`config.mk`:
```
export PLATFORM = sky130hd
export DESIGN_NAME = rsv_window
export DESIGN_NICKNAME = d
export VERILOG_FILES = /design/src/rtl/rsv_window.sv
export SDC_FILE = /design/constraint.sdc
export NUM_CORES = 1
export LEC_CHECK = 0
export ABC_AREA = 1
export BUFFER_PORTS_ARGS = -buffer_cell sky130_fd_sc_hd__buf_2
export CAP_MARGIN = 10
export CORE_MARGIN = 2
export CORE_UTILIZATION = 40
export CTS_CLUSTER_DIAMETER = 150
export DETAILED_ROUTE_END_ITERATION = 16
export PLACE_DENSITY = 0.54
export SLEW_MARGIN = 40
export SYNTH_ARGS = -nofsm -noshare
export SYNTH_HDL_FRONTEND = slang
export SYNTH_SLANG_ARGS = --single-unit
```
`constraint.sdc`:
```
create_clock -name clk -period 4.62 [get_ports clk]
set_input_delay 0.693 -clock clk [delete_from_list [all_inputs] [get_ports clk]]
set_output_delay 0.693 -clock clk [all_outputs]
set_load 0.1 [all_outputs]
```
`src/rtl/rsv_window.sv`:
```
module rsv_window #(
  parameter int DEPTH = 8,
  parameter int REG_W = 5,
  parameter int OP_W  = 4,
  localparam int IW   = $clog2(DEPTH)
) (
  input  logic             clk,
  input  logic             rst_n,
  input  logic             disp_valid,
  input  logic [OP_W-1:0]  disp_op,
  input  logic [REG_W-1:0] disp_src1,
  input  logic             disp_src1_used,
  input  logic             disp_src1_rdy,
  input  logic [REG_W-1:0] disp_src2,
  input  logic             disp_src2_used,
  input  logic             disp_src2_rdy,
  input  logic [REG_W-1:0] disp_tgt,
  output logic             disp_ready,
  output logic             iss_valid,
  output logic [IW-1:0]    iss_idx,
  output logic [OP_W-1:0]  iss_op,
  output logic [REG_W-1:0] iss_tgt,
  input  logic             cmp_valid,
  input  logic [IW-1:0]    cmp_idx,
  output logic             cmt_valid,
  output logic [OP_W-1:0]  cmt_op,
  output logic [REG_W-1:0] cmt_tgt,
  input  logic             squash
);
  typedef enum logic [2:0] {ST_FREE, ST_WAIT, ST_RDY, ST_EXEC, ST_DONE} st_t;

  st_t              st   [DEPTH];
  logic [OP_W-1:0]  op   [DEPTH];
  logic [REG_W-1:0] s1   [DEPTH];
  logic [REG_W-1:0] s2   [DEPTH];
  logic [REG_W-1:0] tgt  [DEPTH];
  logic             a1   [DEPTH];
  logic             a2   [DEPTH];
  logic [IW-1:0]    head, tail;
  logic [IW:0]      cnt;
  logic             sel_found;
  logic [IW-1:0]    sel_idx;

  wire              bc_v   = cmp_valid && !squash;
  wire [REG_W-1:0]  bc_reg = tgt[cmp_idx];
  wire              accept = disp_valid && disp_ready && !squash;
  wire              n1 = !disp_src1_used || disp_src1_rdy || (bc_v && disp_src1 == bc_reg);
  wire              n2 = !disp_src2_used || disp_src2_rdy || (bc_v && disp_src2 == bc_reg);

  assign disp_ready = cnt != (IW+1)'(DEPTH);
  assign iss_valid  = sel_found && !squash;
  assign iss_idx    = sel_idx;
  assign iss_op     = op[sel_idx];
  assign iss_tgt    = tgt[sel_idx];
  assign cmt_valid  = !squash && st[head] == ST_DONE;
  assign cmt_op     = op[head];
  assign cmt_tgt    = tgt[head];

  always_comb begin
    sel_found = 1'b0;
    sel_idx   = '0;
    for (int k = 0; k < DEPTH; k++) begin
      if (!sel_found && st[head + IW'(k)] == ST_RDY) begin
        sel_found = 1'b1;
        sel_idx   = head + IW'(k);
      end
    end
  end

  always_ff @(posedge clk) begin
    if (!rst_n || squash) begin
      if (!rst_n) head <= '0;
      tail <= rst_n ? head : '0;
      cnt  <= '0;
    end else begin
      if (accept) tail <= tail + 1'b1;
      if (cmt_valid) head <= head + 1'b1;
      cnt <= cnt + (IW+1)'(accept) - (IW+1)'(cmt_valid);
    end
  end

  always_ff @(posedge clk) begin
    for (int i = 0; i < DEPTH; i++) begin
      if (!rst_n || squash) begin
        st[i] <= ST_FREE;
      end else if (accept && tail == IW'(i)) begin
        st[i]  <= (n1 && n2) ? ST_RDY : ST_WAIT;
        a1[i]  <= n1;
        a2[i]  <= n2;
        op[i]  <= disp_op;
        s1[i]  <= disp_src1;
        s2[i]  <= disp_src2;
        tgt[i] <= disp_tgt;
      end else begin
        case (st[i])
          ST_WAIT: begin
            a1[i] <= a1[i] || (bc_v && s1[i] == bc_reg);
            a2[i] <= a2[i] || (bc_v && s2[i] == bc_reg);
            if ((a1[i] || (bc_v && s1[i] == bc_reg)) && (a2[i] || (bc_v && s2[i] == bc_reg)))
              st[i] <= ST_RDY;
          end
          ST_RDY:  if (iss_valid && sel_idx == IW'(i)) st[i] <= ST_EXEC;
          ST_EXEC: if (bc_v && cmp_idx == IW'(i)) st[i] <= ST_DONE;
          ST_DONE: if (cmt_valid && head == IW'(i)) st[i] <= ST_FREE;
          default: ;
        endcase
      end
    end
  end
endmodule

```
==> Yosys cells after proc, flatten, opt, wreduce, memory -nomap -nowiden <==
Memory sizes are Yosys's and may differ from the RTL's. A register that Yosys moved wholly into a read port is not among the register bits.
Cells that the tools add are included.
{ "op_classes": {"n_lt_le_gt_ge": 0, "muxes": 383, "bitwise": 56, "shifts": 0, "n_div": 0, "multipliers": 0, "reduce_logical": 137, "eq_ne": 88, "add_sub_neg": 10} }
{ "op_table": {"columns": ["operator", "n"], "rows": [
  ["1-bit 2-to-1 mux", 270],
  ["3-bit 2-to-1 mux", 84],
  ["5-bit 2-to-1 mux", 21],
  ["5-bit OR reduction", 21],
  ["3-bit by 2-bit == test with 1-bit output, second input constant", 32],
  ["5-bit == test", 18],
  ["3-bit == test, second input constant", 25],
  ["1-bit logical AND", 71],
  ["1-bit bitwise OR", 56],
  ["3-bit by 1-bit == test with 1-bit output, second input constant", 12],
  ["4-bit 2-to-1 mux", 7],
  ["4-bit OR reduction", 7],
  ["1-bit logical OR", 21],
  ["3-bit adder, second input constant", 4],
  ["3-bit logical NOT", 4],
  ["1-bit logical NOT", 11],
  ["3-bit by 1-bit adder with 3-bit output, second input constant", 2],
  ["3-bit by 2-bit adder with 3-bit output, second input constant", 2],
  ["4-bit by 1-bit adder with 4-bit output", 1],
  ["4-bit != test, second input constant", 1],
  ["2-bit nonzero test", 2],
  ["4-bit by 1-bit subtractor with 4-bit output", 1],
  ["2-bit 2-to-1 mux", 1]
]} }
{ "word_totals": {"latch_bits": 0, "input_bits": 31, "output_inout_bits": 24, "memories": 7, "romBits": 0, "regBits": 10, "ram_bits": 192} }
{ "memory_table": {"columns": ["memory", "depth", "width", "rd", "rd_ports_with_merged_regs", "write_ports", "line", "source"], "rows": [
  ["s1", 8, 5, 8, 0, 1, "34", "logic [REG_W-1:0] s1 [DEPTH];"],
  ["s2", 8, 5, 8, 0, 1, "35", "logic [REG_W-1:0] s2 [DEPTH];"],
  ["tgt", 8, 5, 3, 1, 1, "36", "logic [REG_W-1:0] tgt [DEPTH];"],
  ["op", 8, 4, 2, 1, 1, "33", "logic [OP_W-1:0] op [DEPTH];"],
  ["st", 8, 3, 16, 1, 8, "32", "st_t st [DEPTH];"],
  ["a1", 8, 1, 8, 0, 8, "37", "logic a1 [DEPTH];"],
  ["+1 memories", null, null, null, null, null, null, null]
]} }

==> Logic depth before layout (Yosys ltp) <==
Gate-level depths: netlist of the first run.
{ "logic_depth": {"ltp_word": 33, "depth_mapped": 25} }

==> Worst setup path after synthesis of the first run <==
No wires, ideal clock.
{ "synth_path": {"path_type": "register -> output", "startpoint": "register head[1]", "endpoint": "output iss_tgt[3]", "path_slack_ns": 0.270, "stages_incl_launch_ff": 24, "arrival_ns": 3.657, "required_time_ns": 3.927, "cell_sequence": "edfxtp_1 > buf_2 > inv_1 > ha_1 > buf_4 > clkinv_1 > buf_4 > nand3_1 > nand2_1 > nor2_1 > nand2_1 > nand2_1 > nand2_1 > nand4_4 > nor3_4 > nand4_4 > nand2_8 > buf_8 > nand2_1 > nand2_1 > nand2_1 > nand2_1 > nand2_1 > nand2_1"} }
{ "synth_via": {"elab_chain_cells": 24} }
{ "synth_rtl": {"columns": ["element", "line", "source"], "rows": [
  ["from (decl)", "39", "logic [IW-1:0] head, tail;"],
  ["from (signal assigned)", "77", "if (cmt_valid) head <= head + 1'b1;"],
  ["3-bit by 1-bit adder with 3-bit output", "63", "if (!sel_found && st[head + IW'(k)] == ST_RDY) begin"],
  ["memory read 8 x 3 bit *", null, null],
  ["3-bit by 2-bit == test with 1-bit output", "63", null],
  ["1-bit logical AND", "63", null],
  ["1-bit 2-to-1 mux", "63", null],
  ["1-bit logical NOT", "63", null],
  ["1-bit logical AND", "63", null],
  ["1-bit 2-to-1 mux", "63", null],
  ["[... 9 more ...]", null, null],
  ["1-bit logical NOT", "63", null],
  ["1-bit logical AND", "63", null],
  ["1-bit 2-to-1 mux", "63", null],
  ["1-bit logical NOT", "63", null],
  ["1-bit logical AND", "63", null],
  ["3-bit 2-to-1 mux *", "63", null],
  ["via iss_idx[0]", "20", "output logic [IW-1:0] iss_idx,"],
  ["memory read 8 x 5 bit *", null, null],
  ["to (decl)", "22", "output logic [REG_W-1:0] iss_tgt,"]
]} }
The timed path passes the listed nets; every way through them passes the cells marked *.

==> Worst setup path after layout of the first run <==
{ "layout_path": {"startpoint": "register head[0]", "endpoint": "output iss_tgt[0]"} }
{ "layout_via": {"elab_chain_cells": 24} }
{ "layout_rtl": {"columns": ["element", "line"], "rows": [
  ["3-bit by 1-bit adder with 3-bit output", "63, 65"],
  ["memory read 8 x 3 bit", null],
  ["3-bit by 2-bit == test with 1-bit output", "63"],
  ["1-bit logical AND", "63"],
  ["1-bit 2-to-1 mux", "63"],
  ["1-bit logical NOT", "63"],
  ["1-bit logical AND", "63"],
  ["1-bit 2-to-1 mux", "63"],
  ["[... 8 more ...]", null],
  ["1-bit 2-to-1 mux", "63"],
  ["1-bit logical NOT", "63"],
  ["1-bit logical AND", "63"],
  ["1-bit 2-to-1 mux", "63"],
  ["1-bit logical NOT", "63"],
  ["1-bit logical AND", "63"],
  ["3-bit 2-to-1 mux *", "63"],
  ["memory read 8 x 5 bit *", null]
]} }
Every way passes the cells marked *; elsewhere a longest branch is shown, timed or not.

==> flow_summary.json, run 1 <==
{
  "grt.total_usage_pct": 23.2,
  "cts_inserted_buffers": 24,
  "post_synth_inst_count": 1449,
  "final_nets": 1568,
  "met3_length_um": 2370,
  "finalWorstPathRequiredPeriod_ns": 4.43,
  "power.static_leakage_nw": 5.78,
  "routed_wire_length_per_instance_um": 19.2,
  "yosysSeqAreaShare_pct": 50.3,
  "core_area_sq_mm": 0.0297,
  "report.final.slew_viol_count": 0,
  "post-place-ws_ns": 0.539,
  "ys_async_sr_fraction_pct": 0,
  "netSwitchingFraction_pct": 46.2,
  "synthesis.area_sq_mm": 0.0121,
  "fin_worst_skew_ns": 0.0370,
  "max_cap_viol_count": 0,
  "cp_slowest_cell": "edfxtp_1",
  "clock_power_share_pct": 22.8,
  "run_status": "completed",
  "clock_tree_from_tritoncts": "built",
  "cts-root-to-sink-buffers": 3,
  "clk_lat_worst_skew_ns": 0.54,
  "final_cell_mix": "nand2_1, edfxtp_1, inv_1",
  "grt_pass1_vias": 9675,
  "share_comb_of_total_power_pct": 52.7,
  "placement_rows": 63,
  "area_delta_synth_final_pct": 16.1,
  "wl_um": 37000,
  "placedCellCount": 1868,
  "path_cells": "buf_12, ha_1, ha_1, inv_1, nor2_1, nand2_1, nand2_2, inv_2, nand4_4, nor3_4, buf_4, nand4_1, buf_4, nand2_2, buf_6, nand2_1, nand2_1, buf_12",
  "cp-start-kind": "register",
  "detailed_place_hpwl_um": 25300,
  "global_route.overflow_total": 0,
  "crit_arrival_ns": 3.73,
  "final_core_util_pct": 47.3,
  "synth_area_leaders": "edfxtp_1, nand2_1, nand3_1",
  "critPathMostFrequentCell": "nand2_1",
  "post_synth_cell_types": 51,
  "critPathMaxStageDelay_ns": 0.45,
  "postLayoutSetupSlackWorst_ns": 0.192,
  "post_drt_antenna_nets": 0,
  "critPathCaptureType": "primary output",
  "antenna_found_initial": 1,
  "initial_standard_cell_utilization_of_the_core_pct": 40.7,
  "worst_ep_required_time_ns": 3.93,
  "layout-drive-gt1-share_pct": 11.8,
  "final_cells": 1927,
  "powerDensity_mw_per_mm2": 620,
  "timing.setup.critical_path_class": "reg -> out",
  "highest-signal-layer": "met4",
  "layout_commonest_cell": "nand2_1",
  "die_area_sq_mm": 0.0317,
  "htree_num_levels": 1,
  "number_of_buffers_added_to_fix_hold_violations_after_cts": 0,
  "achievable-frequency_ghz": 0.226,
  "dr.pass1.iters": 6,
  "drt_drc_violations_left": 0,
  "synth_area_per_cell_sq_um": 8.36,
  "net_switching_mw": 4.02,
  "via_per_inst": 5.44,
  "crit_buf_inv": 7,
  "yosys_warnings": 0,
  "timing_hold_violations_final": 0,
  "fp.dieH_um": 178,
  "place_congestion": 0.929,
  "timing.hold.ws_ns": 0.438,
  "final_report_setup_violation_count": 0,
  "grt_first_pass_wirelength_um": 55700,
  "class_of_the_tightest_hold_or_removal_check": "in -> reg",
  "synthesized_net_count": 1499,
  "vdd_ir_drop_max_v": 0.000562,
  "port-buffer-count": 54,
  "detailroute.via_count": 10500,
  "worst-path-max-fanout": 25,
  "path_delay_family": "buffers and inverters",
  "p_int_mw": 4.69,
  "synth_seq_cells": 205,
  "dr_wl_met2_um": 17400,
  "grt_start_max_net_pins": 50,
  "slew-limit-headroom_pct": 43.2,
  "met1_length_um": 16100,
  "netlist.area_leader.share_pct": 49.1,
  "die_w_um": 178,
  "cts_sinks": 205,
  "io-pin-count": 55,
  "drt_first_iter_violations": 1043,
  "final.period_utilization_pct": 95.8,
  "number_of_flops_mapped_to_enable_cells_by_yosys": 198,
  "synthDominantAreaCellType": "edfxtp_1",
  "clock_tree.root_cell": "clkbuf_16",
  "synthFlopType": "edfxtp_1",
  "p_seq_share_pct": 24.5,
  "clock_transition_at_the_registers_of_the_reported_paths_ns": 0.06,
  "tightestPinTransition_ns": 0.850
}
-- logic make-up after synthesis --
family / share of synthesized area, %
AOI/OAI and AO/OA: 12.1
xor gates and xnor gates: 1.66
adders and majority gates: 2.03
buffers and inverters: 7.62
DFF: 50.3
and+or+nand+nor: 26.3
-- final timing paths --
path,from,cells past startpoint,endpoint,slack (ns)
max,head[0],18,iss_tgt[0],0.19
min,disp_tgt[1],1,tgt[6][1],0.44
max reg2reg,head[0],15,st[2][2],1.03
min reg2reg,cnt[0],3,cnt[0],0.60
-- state kept, by name, summed over array words and instances (netlist names), named ones only --
| name | flops |
|---|---|
| head | 3 |
| cnt | 4 |
| s2 | 40 |
| tail | 3 |
| a2 | 8 |
| s1 | 40 |
| a1 | 8 |
| op | 32 |
| st | 24 |
| tgt | 40 |
-- synth_stat cells, types with 2 or more instances --
| master | n |
|---|---|
| nand2_1 | 406 |
| xnor2_1 | 15 |
| o21ai_0 | 98 |
| a21oi_1 | 40 |
| o21ai_1 | 12 |
| nand3b_1 | 3 |
| a22o_1 | 6 |
| nor2_2 | 2 |
| buf_2 | 19 |
| nand3_1 | 136 |
| a211oi_1 | 12 |
| nor4_1 | 12 |
| buf_8 | 4 |
| nand4_4 | 2 |
| nor2_1 | 131 |
| a311oi_1 | 2 |
| edfxtp_1 | 198 |
| clkbuf_1 | 22 |
| nor3b_1 | 3 |
| or2_2 | 2 |
| buf_4 | 14 |
| buf_6 | 2 |
| inv_1 | 140 |
| o2bb2ai_1 | 2 |
| ha_1 | 18 |
| a22oi_1 | 16 |
| inv_2 | 4 |
| o22ai_1 | 29 |
| nand4_1 | 16 |
| o211ai_1 | 7 |
| dfxtp_1 | 7 |
| clkinv_1 | 3 |
| o21ai_2 | 2 |
| a31oi_1 | 9 |
| xor2_1 | 8 |
| nor3_1 | 19 |
| nand2_2 | 7 |
| a31o_2 | 3 |
| o21bai_1 | 6 |
-- per-stage QoR --
| stage | cell area [sq um] | total power, mW | setup TNS, ns |
|---|---|---|---|
| global placement | 13000 | 6.52 | 0 |
| global route | 14100 | 9.12 | -0.0344 |
| detailed placement | 13000 | 6.53 | 0 |
| floorplan | 12100 | 5.27 | 0 |
| finish | 14100 | 8.71 | 0 |
| CTS | 13800 | 8.54 | 0 |
-- power groups by stage --
| stage | sequential (mW) | clock (mW) | combinational, mW |
|---|---|---|---|
| 2_1_floorplan | 2.15 | 0 | 3.12 |
| 3_3_place_gp | 2.17 | 0 | 4.35 |
| 3_5_place_dp | 2.17 | 0 | 4.36 |
| 4_1_cts | 2.14 | 2.02 | 4.38 |
| 5_1_grt | 2.14 | 2.10 | 4.88 |
| 6_report | 2.14 | 1.99 | 4.59 |
-- worst reg2reg max path: stages (launching register included) --
cell	delay [ns]
edfxtp_1	0.45
buf_12	0.20
ha_1	0.23
ha_1	0.29
inv_1	0.14
nor2_1	0.07
nand2_1	0.07
nand2_2	0.09
inv_2	0.08
nand4_4	0.10
nor3_4	0.33
nand4_1	0.13
nand3_1	0.16
buf_6	0.25
nand3_1	0.26
o21ai_0	0.41
-- timing repair --
item                       in CTS  in global routing
gates cloned                    0                  5
setup buffers                   0                  9
setup endpoints to repair       5                 10
pin swaps                       1                  6
resized for setup               1                 20
-- per-layer routing --
metal  up-vias  global-route usage (%)
met1      4925                    31.3
met2       370                    38.4
li1       5115                       -
met5         -                       0
met4         0                    7.79
met3        73                    3.13
-- cell type report --
class,instances,area [sq um]
Antenna cell,1,2.50
Clock buffer,27,612
Clock inverter,17,225
Fill cell,2870,15700
Inverter,147,558
Multi-Input combinational cell,1038,5200
Sequential cell,205,6090
Tap cell,390,488
Timing Repair Buffer,101,876
Timing Repair inverter,1,7.51
Power figures use the tool's default switching activity.
==> run 2, diff against run 1 <==
- ABC_AREA: 1 -> 0
- CORE_MARGIN: 2 -> not set
==> run 2 against run 1 <==
Compared with the run above: the flow now finishes with violations (setup timing); fmax shrank 6.7%; largest cell class is now multi-input gates; worst hold slack lost 0.021 ns; sequential cell count is the same; area after synthesis grew 4.0%; cell area grew 14%; sequential share of layout area shrank 5.2 points; highest routed layer is now met5; count of clock-buffer cells in the layout grew 1; synthesized cell count shrank 28%; sequential power is essentially flat; global-route usage grew 0.68 points; via count shrank 7.1%.
==> flow_summary.json, run 2 <==
{
  "synth_area_leaders": "edfxtp_1, mux4_2, xnor2_1",
  "rrSetupSlack_ns": 0.29,
  "synthesized_net_count": 1090,
  "post_drt_antenna_nets": 0,
  "critPathCaptureType": "primary output",
  "htree_num_levels": 1,
  "synthFlopType": "edfxtp_1",
  "vdd_ir_drop_max_v": 0.000559,
  "net_switching_mw": 3.55,
  "n_antenna_cell": 0,
  "clock_transition_at_the_registers_of_the_reported_paths_ns": 0.06,
  "powerDensity_mw_per_mm2": 538,
  "wl_um": 38800,
  "final_nets": 1190,
  "final_cells": 1552,
  "cts_inserted_buffers": 24,
  "dr_wl_met2_um": 18000,
  "biggestRegsByFlops": "s1: 40 flops, s2: 40 flops, tgt: 40 flops",
  "power.static_leakage_nw": 5.41,
  "worst_ep_required_time_ns": 3.93,
  "grt.total_usage_pct": 23.8,
  "place_congestion": 0.873,
  "max_cap_viol_count": 0,
  "netSwitchingFraction_pct": 41.3,
  "min_delay_path_depth": 1,
  "post_synth_cell_types": 81,
  "clock_tree.root_cell": "clkbuf_16",
  "fin_worst_skew_ns": 0.0171,
  "min_delay_worst_endpoint": "tgt[3][1]",
  "tightestPinTransition_ns": 0.818,
  "synthesis.area_sq_mm": 0.0126,
  "p_seq_share_pct": 24.8,
  "routed_wire_length_per_instance_um": 25.0,
  "core_area_sq_mm": 0.0307,
  "number_of_buffers_added_to_fix_hold_violations_after_cts": 0,
  "crit_buf_inv": 5,
  "timing.hold.worst.start": "disp_tgt[1]",
  "placedCellCount": 1474,
  "netlist.area_leader.share_pct": 47.2,
  "highest-signal-layer": "met5",
  "io-pin-count": 55,
  "antenna_found_initial": 1,
  "yosysSeqAreaShare_pct": 48.3,
  "detailroute.via_count": 9739,
  "design_power_total_mw": 8.60,
  "path_delay_family": "multiplexers",
  "post_synth_inst_count": 1040,
  "crit_arrival_ns": 4.05,
  "met1_length_um": 17100,
  "postLayoutSetupSlackWorst_ns": -0.128,
  "timing_hold_violations_final": 0,
  "final.period_utilization_pct": 103,
  "final_cell_mix": "edfxtp_1, xnor2_1, buf_4",
  "area_delta_synth_final_pct": 27.0,
  "placement_rows": 64,
  "failed_checks": "setup timing",
  "met3_length_um": 2500,
  "achievable-frequency_ghz": 0.211,
  "yosys_warnings": 0,
  "worstRegToRegCells": 16,
  "run_status": "finished, violations left",
  "slew-limit-headroom_pct": 45.4,
  "layout-drive-gt1-share_pct": 31.9,
  "grt_pass1_vias": 9605,
  "clock_tree_from_tritoncts": "built",
  "grt_first_pass_wirelength_um": 59000,
  "grt_start_max_net_pins": 39,
  "report.final.slew_viol_count": 0,
  "fp.dieH_um": 179,
  "number_of_flops_mapped_to_enable_cells_by_yosys": 198,
  "p_int_mw": 5.05,
  "class_of_the_tightest_hold_or_removal_check": "in -> reg",
  "die_w_um": 179,
  "layout_commonest_cell": "edfxtp_1",
  "worst-path-max-fanout": 8,
  "final_report_setup_violation_count": 9,
  "yosys.cell_count.top_type": "edfxtp_1",
  "global_route.overflow_total": 0,
  "ys_async_sr_fraction_pct": 0,
  "timing.setup.critical_path_class": "reg -> out",
  "finalWorstPathRequiredPeriod_ns": 4.75,
  "die_area_sq_mm": 0.0322,
  "worst_r2r_startpoint": "head[0]",
  "dr.pass1.iters": 7,
  "share_comb_of_total_power_pct": 53.1,
  "initial_standard_cell_utilization_of_the_core_pct": 41.0,
  "worst_r2r_endpoint": "st[3][1]",
  "path_cells": "inv_2, ha_4, xnor2_4, mux2_4, mux4_2, nor3_4, buf_4, and4_4, and3_4, buf_16, buf_12, o311ai_4, mux2i_4, mux2i_4, buf_12",
  "netlist_top_cells_count": "edfxtp_1, xnor2_1, mux2i_1, inv_1, nand2_1",
  "synthDominantAreaCellType": "edfxtp_1",
  "detailed_place_hpwl_um": 24300,
  "critPathMaxStageDelay_ns": 0.53,
  "via_per_inst": 6.28,
  "rsz0062_at_grt": "true",
  "clock_power_share_pct": 22.2,
  "synth_seq_cells": 205,
  "cts_sinks": 205,
  "clk_lat_worst_skew_ns": 0.55,
  "cp_slowest_cell": "mux4_2",
  "drt_drc_violations_left": 0,
  "drt_first_iter_violations": 994,
  "synth_area_per_cell_sq_um": 12.1,
  "port-buffer-count": 54,
  "cp-start-kind": "register",
  "cts-root-to-sink-buffers": 3
}
run 2: power groups by stage:
stage / registers (mW) / clock network, mW / logic (mW)
4_1_cts: 2.13 / 1.94 / 4.43
3_5_place_dp: 2.17 / 0 / 3.68
3_3_place_gp: 2.16 / 0 / 3.68
5_1_grt: 2.13 / 2.01 / 4.72
2_1_floorplan: 2.14 / 0 / 2.60
6_report: 2.13 / 1.91 / 4.56
run 2: how the worst max path moves through the flow:
stage,start,endpoint,slack (ns),depth (start not counted)
floorplan,head[0],iss_tgt[2],-0.02,15
global placement,head[0],iss_tgt[2],0.1,13
detailed placement,head[0],iss_tgt[2],-0.002,13
CTS,head[0],iss_op[0],-0.11,13
global route,head[0],iss_tgt[4],-0.24,17
finish,head[0],iss_op[2],-0.13,15
run 2: per-stage QoR:
stage / setup TNS, ns / hold WS, ns / instance area (sq um) / util (%) / setup WS (ns)
2_1_floorplan: -0.0531 / 0.543 / 12800 / - / -0.0191
3_3_place_gp: 0 / 0.574 / 13900 / 45.4 / 0.0962
3_5_place_dp: -0.00239 / 0.589 / 13900 / 45.4 / -0.00239
4_1_cts: -0.511 / 0.406 / 15700 / 51.2 / -0.114
5_1_grt: -2.08 / 0.427 / 16000 / 52.0 / -0.240
6_report: -1.05 / 0.417 / 16000 / 52.0 / -0.128
run 2: area by class of cell:
cell class / instances / area, sq um
clock buffer: 28 / 616
clock inverter: 14 / 171
fill: 2696 / 14800
inverter: 60 / 241
multi-input combinational: 697 / 6860
sequential: 205 / 6090
tap: 396 / 495
timing repair buffer: 151 / 1510
timing repair inverter: 1 / 8.76
run 2: what timing repair did:
action,4_1_cts,5_1_grt
setup buffers,19,10
cloned,5,2
endpoints found under the setup margin,12,10
gates resized for setup,144,15
pin swaps,10,16
run 2: worst register-to-register path: stages (launching register included):
cell and delay [ns]:
edfxtp_1 0.43, inv_2 0.13, ha_4 0.18, xnor2_4 0.15, mux2_4 0.33, mux4_2 0.53
nor3_4 0.22, buf_4 0.14, and4_4 0.23, and3_4 0.30, buf_16 0.16, buf_12 0.15
buf_4 0.12, buf_4 0.11, o21ai_4 0.13, or4_4 0.56, nand2_1 0.15
run 2: cell families after synthesis:
kind of cell | Yosys count | share of synthesized area [%]
AO/OA/AOI/OAI | 204 | 12.3
AND/OR/NAND/NOR | 266 | 13.1
multiplexers | 114 | 13.0
flip-flops | 205 | 48.3
adder cells (fa/ha/maj) | 19 | 1.95
buffers and inverters | 138 | 4.65
XOR/XNOR | 94 | 6.69
run 2: layer usage:
| layer | track usage [%] | vias to the layer above |
|---|---|---|
| met1 | 33.4 | 4926 |
| li1 | - | 4331 |
| met5 | 0 | - |
| met2 | 37.4 | 397 |
| met3 | 4.07 | 83 |
| met4 | 8.10 | 2 |
